$ cat src/rtl/fcm_pkg.sv
package fcm_pkg;

   typedef enum logic [3:0] {
      ST_READ,
      ST_UNLK1,
      ST_UNLK2,
      ST_PGM_DATA,
      ST_ERS3,
      ST_ERS4,
      ST_ERS5,
      ST_QUERY,
      ST_BUSY
   } fcm_state_e;

   typedef enum logic [1:0] {
      OP_PROG,
      OP_SECT,
      OP_BLOCK,
      OP_CHIP
   } fcm_op_e;

   localparam logic [7:0] CMD_KEY1    = 8'hAA;
   localparam logic [7:0] CMD_KEY2    = 8'h55;
   localparam logic [7:0] CMD_PROG    = 8'hA0;
   localparam logic [7:0] CMD_ERS_SET = 8'h80;
   localparam logic [7:0] CMD_SECT    = 8'h30;
   localparam logic [7:0] CMD_BLOCK   = 8'h50;
   localparam logic [7:0] CMD_CHIP    = 8'h10;
   localparam logic [7:0] CMD_QUERY   = 8'h98;
   localparam logic [7:0] CMD_EXIT    = 8'hF0;

   localparam logic [15:0] ADR_KEY_A  = 16'h5555;
   localparam logic [15:0] ADR_KEY_B  = 16'h2AAA;

endpackage

$ cat src/rtl/fcm_cmd_fsm.sv
module fcm_cmd_fsm
   import fcm_pkg::*;
#(
   parameter int ADDR_W       = 16,
   parameter int DATA_W       = 16,
   parameter int IDX_W        = 8,
   parameter int PROG_CYCLES  = 64,
   parameter int ERASE_CYCLES = 512,
   parameter int CHIP_CYCLES  = 1024,
   parameter bit QUERY_EN     = 1'b1
) (
   input  logic              clk,
   input  logic              rst_n,
   input  logic              wr_pulse,
   input  logic [ADDR_W-1:0] wr_addr,
   input  logic [DATA_W-1:0] wr_data,
   output logic              busy,
   output logic              query_mode,
   output fcm_op_e           op,
   output logic [IDX_W-1:0]  op_idx,
   output logic [DATA_W-1:0] op_data,
   output logic              commit
);

   localparam int MAX_BUSY = (PROG_CYCLES > ERASE_CYCLES)
                             ? ((PROG_CYCLES > CHIP_CYCLES) ? PROG_CYCLES : CHIP_CYCLES)
                             : ((ERASE_CYCLES > CHIP_CYCLES) ? ERASE_CYCLES : CHIP_CYCLES);
   localparam int CNT_W    = $clog2(MAX_BUSY + 1);

   fcm_state_e       state;
   logic [CNT_W-1:0] timer;
   logic [7:0]       cmd;
   logic             at_a, at_b;

   assign cmd        = wr_data[7:0];
   assign at_a       = (wr_addr == ADDR_W'(ADR_KEY_A));
   assign at_b       = (wr_addr == ADDR_W'(ADR_KEY_B));
   assign busy       = (state == ST_BUSY);
   assign query_mode = (state == ST_QUERY);

   always_ff @(posedge clk or negedge rst_n) begin
      if (!rst_n) begin
         state   <= ST_READ;
         timer   <= '0;
         op      <= OP_PROG;
         op_idx  <= '0;
         op_data <= '0;
         commit  <= 1'b0;
      end else begin
         commit <= 1'b0;
         if (state == ST_BUSY) begin
            // Writes are ignored here: only the timer advances
            if (timer == '0) begin
               commit <= 1'b1;
               state  <= ST_READ;
            end else begin
               timer <= timer - 1'b1;
            end
         end else if (wr_pulse) begin
            unique case (state)
               ST_READ:  state <= (at_a && cmd == CMD_KEY1) ? ST_UNLK1 : ST_READ;
               ST_UNLK1: state <= (at_b && cmd == CMD_KEY2) ? ST_UNLK2 : ST_READ;
               ST_UNLK2: begin
                  if (at_a && cmd == CMD_PROG)                   state <= ST_PGM_DATA;
                  else if (at_a && cmd == CMD_ERS_SET)           state <= ST_ERS3;
                  else if (QUERY_EN && at_a && cmd == CMD_QUERY) state <= ST_QUERY;
                  else                                           state <= ST_READ;
               end
               ST_PGM_DATA: begin
                  op      <= OP_PROG;
                  op_idx  <= wr_addr[IDX_W-1:0];
                  op_data <= wr_data;
                  timer   <= CNT_W'(PROG_CYCLES - 1);
                  state   <= ST_BUSY;
               end
               ST_ERS3: state <= (at_a && cmd == CMD_KEY1) ? ST_ERS4 : ST_READ;
               ST_ERS4: state <= (at_b && cmd == CMD_KEY2) ? ST_ERS5 : ST_READ;
               ST_ERS5: begin
                  op_idx  <= wr_addr[IDX_W-1:0];
                  op_data <= wr_data;
                  if (cmd == CMD_SECT) begin
                     op    <= OP_SECT;
                     timer <= CNT_W'(ERASE_CYCLES - 1);
                     state <= ST_BUSY;
                  end else if (cmd == CMD_BLOCK) begin
                     op    <= OP_BLOCK;
                     timer <= CNT_W'(ERASE_CYCLES - 1);
                     state <= ST_BUSY;
                  end else if (cmd == CMD_CHIP && at_a) begin
                     op    <= OP_CHIP;
                     timer <= CNT_W'(CHIP_CYCLES - 1);
                     state <= ST_BUSY;
                  end else begin
                     state <= ST_READ;
                  end
               end
               ST_QUERY: state <= (cmd == CMD_EXIT) ? ST_READ : ST_QUERY;
               default:  state <= ST_READ;
            endcase
         end
      end
   end

endmodule

$ cat config.mk
export PLATFORM = sky130hd
export DESIGN_NAME = fcm_cmd_fsm
export DESIGN_NICKNAME = d
export VERILOG_FILES = /design/src/rtl/fcm_pkg.sv /design/src/rtl/fcm_cmd_fsm.sv
export SDC_FILE = /design/constraint.sdc
export NUM_CORES = 1
export LEC_CHECK = 0
export BUFFER_PORTS_ARGS = -buffer_cell sky130_fd_sc_hd__clkbuf_2
export CAP_MARGIN = 0
export CORE_MARGIN = 4
export CORE_UTILIZATION = 56
export CTS_CLUSTER_SIZE = 12
export DETAILED_ROUTE_END_ITERATION = 8
export PLACE_DENSITY = 0.87
export SKIP_LAST_GASP = 1
export SYNTH_ARGS = -nofsm -noshare
export SYNTH_HDL_FRONTEND = slang
export SYNTH_SLANG_ARGS = --single-unit
$ cat constraint.sdc
create_clock -name clk -period 4.8 [get_ports clk]
set_input_delay 0.24 -clock clk [delete_from_list [all_inputs] [get_ports clk]]
set_output_delay 0.24 -clock clk [all_outputs]
set_load 0.02 [all_outputs]
### Yosys cells after proc, flatten, opt, wreduce, memory -nomap -nowiden

Index checks and enable logic that the tools add are counted.

| word-level totals | value |
|---|---|
| latch bits | 0 |
| bits in registers | 42 |
| input bits | 35 |
| output and inout bits | 29 |
| bits in writable memories | 0 |
| ROM bits | 0 |
| memories | 0 |

| cells by class | value |
|---|---|
| multiply operators | 0 |
| $lt $le $gt $ge | 0 |
| multiplexer cells | 28 |
| shift-type cells | 0 |
| bitwise operators | 1 |
| divide/modulo/power cells | 0 |
| equality and inequality tests | 23 |
| reductions and logical operators | 16 |
| $add $sub $neg | 1 |

Operators by type and width:

| operator | number |
|---|---|
| two-way mux 11 bit | 6 |
| == test 8 bit (second input constant) | 5 |
| one-hot mux 4 bit (8 select lines) | 1 |
| two-way mux 4 bit | 6 |
| one-hot mux 11 bit (2 select lines) | 1 |
| two-way mux 3 bit | 6 |
| == test 16 x 14 -> 1 bit (second input constant) | 1 |
| == test 16 x 15 -> 1 bit (second input constant) | 1 |
| == test 4 x 3 -> 1 bit (second input constant) | 4 |
| == test 8 x 7 -> 1 bit (second input constant) | 2 |
| logical NOT 11 bit | 1 |
| subtractor 11 x 1 -> 11 bit (second input constant) | 1 |
| == test 4 x 2 -> 1 bit (second input constant) | 2 |
| == test 8 x 5 -> 1 bit (second input constant) | 1 |
| == test 8 x 6 -> 1 bit (second input constant) | 1 |
| two-way mux 2 bit | 4 |
| AND reduction 4 bit | 2 |
| logical AND 1 bit | 6 |
| != test 5 bit (second input constant) | 1 |
| == test 4 x 1 -> 1 bit (second input constant) | 1 |
| == test 4 bit (second input constant) | 1 |
| logical NOT 4 bit | 1 |
| != test 4 bit (second input constant) | 1 |
| one-hot mux 2 bit (2 select lines) | 1 |
| other kinds (9) | 12 |

### Depth between registers and ports, before layout

| logic depth | value |
|---|---|
| word-level depth | 8 |
| mapped depth | 8 |

### Least setup slack after synthesis

No wires, ideal clock.

| timing path | value |
|---|---|
| kind | register to register |
| from | reg timer[0] |
| to | reg timer[2] |
| stages on the path, launching flop included | 9 |
| setup slack | 2.761 ns |
| buffers on the path | 1 |
| data required time | 4.672 ns |
| setup time | 0.128 ns |
| arrival time | 1.911 ns |
| period minus slack after synthesis | 2.039 ns |
| path through | dfrtp_1 -> inv_1 -> ha_1 -> or3b_1 -> buf_6 -> o41a_4 -> a21o_1 -> a21oi_1 -> a31oi_1 |

| between the ends | value |
|---|---|
| longest elaborated chain between the ends | 3 |
| elaborated cells on any way between the ends | 6 |

RTL lines:

| element | RTL line | source |
|---|---|---|
| start: declaration | fcm_cmd_fsm.sv:31 | `logic [CNT_W-1:0] timer;` |
| start signal: assignment | fcm_cmd_fsm.sv:57 | `timer <= timer - 1'b1;` |
| start signal: assignment | fcm_cmd_fsm.sv:73 | `timer <= CNT_W'(PROG_CYCLES - 1);` |
| start signal: assignment | fcm_cmd_fsm.sv:83 | `timer <= CNT_W'(ERASE_CYCLES - 1);` |
| subtractor 11 x 1 -> 11 bit or logical NOT 11 bit (tied branches) | fcm_cmd_fsm.sv:57, fcm_cmd_fsm.sv:53 |  |
| two-way mux 11 bit or != test 2 bit (tied branches) | -- |  |
| two-way mux 11 bit or AND reduction 4 bit (tied branches) | -- |  |

Parallel ways exist; a longest one is shown, timed or not. The select of a mux whose other input is x is not followed.
A chain may end at the register's enable or synchronous reset.

### Final worst setup path

| timing path | value |
|---|---|
| from | reg timer[0] |
| to | reg timer[3] |

The elaborated chain is that of the path after synthesis.

==> results.cfg <==
[sta]
slew_violations = 0
grt_setup_unrepaired = false
timing.final.ws_setup_ns = 2.51
period_needed_ns = 2.29
hold_viol = 0
maxSlewHeadroom_pct = 21.3
setup_viol = 0
worst_pin_slew_ns = 1.18
fmax_mhz = 437
fin_crit_sh_pct = 47.7
fin_worst_skew_ns = 0.00743
setup_tns_ns = 0

[synth]
synth_nets = 287
syn_inst = 251
synth_warnings = 0
synth_top_family_by_area = simple AND/OR/NAND/NOR gates
ys_types = 51
synth_top_area_share_pct = 46.4
synth_edf_count = 0
async_reset_ff_share_pct = 100
synth.area.top_cells = dfrtp_1 46%, nand2_1 13%, a21oi_1 3.5%, o21ai_0 2.4%, nor4bb_1 2.2%
synth_area_per_cell_um2 = 9.02
synth_fa_ha_area_share_pct = 0.552
synth_flop_cell = dfrtp_1
ys_ff_latch = 42
synthMuxAreaShare_pct = 0.442
synth-compound-area-share_pct = 15.9
synth_simple_gate_area_share_pct = 31.7
synth.largest_area_cell = dfrtp_1
synth-seq-area-share_pct = 46.4
netlist_area_um2 = 2260
yosys.area_share.xor_xnor_pct = 1.16

[die]
fp.coreArea_um2 = 3770
io_pins = 64
initial_utilization_pct = 60.1
row_count = 22
dieHeight_um = 71.6
die_w_um = 71.6
die-area_um2 = 5130

[critical_path]
reg2reg_slack_ns = 2.51
reg2reg_to = timer[3]
cp-end-kind = flip-flop
crit_arrival_ns = 2.46
cp-start-kind = flip-flop
critPathRequiredTime_ns = 4.97
critPathKind = reg -> reg
reg2reg_depth = 7
path_max_fanout = 7
timing.rr.start = timer[0]

[routing]
drc = 0
antenna_left = 0
drtIter0Drc = 199
vias = 2081
drtPass1Iterations = 4
viasPerCell = 5.81
routedWlPerCell_um = 15.7
wirelength_um = 5600

[pwr]
power.density_nw_per_um2 = 255
leakagePower_uw = 0.00135
vdd_drop_max_v = 0.000223
design_power_total_uw = 683

[cts]
cts_tree = yes
cts-root-buf = clkbuf_8
path_clk_slew_ns = 0.09
clk-insertion-delay-late_ns = 0.29
hold_buffers = 0
cts.sinks = 42
cts_max_level = 2
cts_setup_buffers = 0
clockBufferDepth = 2
cts_buffers = 5
cts_resized = 0

[place]
io_buffers = 63
place_congestion = 0.877
dp.final_hpwl_um = 4110
place_ws_ns = 2.60
placed_cells = 350

[hold_path]
hold_path.class = in -> async

[outcome]
outcome = complete, no violations

[global_routing]
grt_pass1_wl_um = 9250
track_usage_pct = 23.0
grt_pass1_vias = 2063
grt_remaining_overflow = 0
grt_max_degree = 43
antenna_found_initial = 0

[final_layout]
drive_above_1_share_pct = 28.1
fin_util_pct = 71.0
final_cell_mix = 78 x nand2_1, 63 x clkbuf_2, 42 x dfrtp_1
instances_no_fill = 358
mostFrequentLayoutCell = nand2_1
syn_to_final_growth_pct = 18.2
layout.nets = 345
antenna_cells = 0

[run]
cap_violations = 0
Yosys cell counts, types with 5 or more instances:
cell       n
clkbuf_1   9
dfrtp_1   42
a21oi_1   16
nand2_1   78
nor2b_1    5
inv_1      6
o31ai_1    5
nand4_1    5
nor2_1     9
nor4bb_1   5
o21ai_0   11
how the worst max path moves through the flow:
stage / startpoint / endpoint / slack [ns]
after floorplan: timer[0] / timer[2] / 2.76
after global placement: timer[0] / timer[2] / 2.71
after detailed placement: timer[0] / timer[4] / 2.60
after CTS: timer[0] / timer[3] / 2.54
after global routing: state[1] / timer[6] / 2.37
final: timer[0] / timer[3] / 2.51
metrics by stage:
step	cell area, µm²	hold slack [ns]
6_report	2680	0.106
5_1_grt	2680	0.132
4_1_cts	2680	0.128
3_5_place_dp	2580	0.435
3_3_place_gp	2580	0.435
2_1_floorplan	2260	-0.0556
cells by family (layout without fill, tap and decap cells):
| family | after synthesis | count (layout) |
|---|---|---|
| xor gates and xnor gates | 3 | 3 |
| and+or+nand+nor | 136 | 136 |
| muxes | 1 | 1 |
| DFF | 42 | 42 |
| buffers and inverters | 19 | 78 |
| adders and majority gates | 1 | 1 |
| AOI/OAI and AO/OA | 49 | 49 |
layer usage:
layer,share of wire (%),global-route usage (%)
met1,43,30.1
met2,48,36.2
met3,7.6,6.03
met4,1.4,9.39
met5,0,0
registers in the layout, indices dropped and copies added, names as in the netlist:
name and flops:
commit 1, op 2, op_data 16, op_idx 8, state 4, timer 11
where the power goes:
group | total [µW] | switching, µW | internal (µW)
registers | 371 | 6.82 | 364
clock network | 242 | 126 | 116
logic | 70.2 | 43.6 | 26.6
worst max-delay path: stages, from the launching register on:
cell and delay, ns:
dfrtp_1 0.37, inv_1 0.09, ha_1 0.19, or3b_1 0.49, o41ai_4 0.50, o21ai_0 0.21, a21oi_1 0.25, a21oi_1 0.07
cell type report:
cell class / count / area (µm²)
timing repair buffer: 63 / 315
clock buffer: 6 / 82.6
tap: 48 / 60.1
fill: 287 / 1090
multi-input combinational: 190 / 1120
clock inverter: 2 / 12.5
inverter: 7 / 31.3
sequential: 42 / 1050
Note: power is estimated with default switching activity, not from simulation.
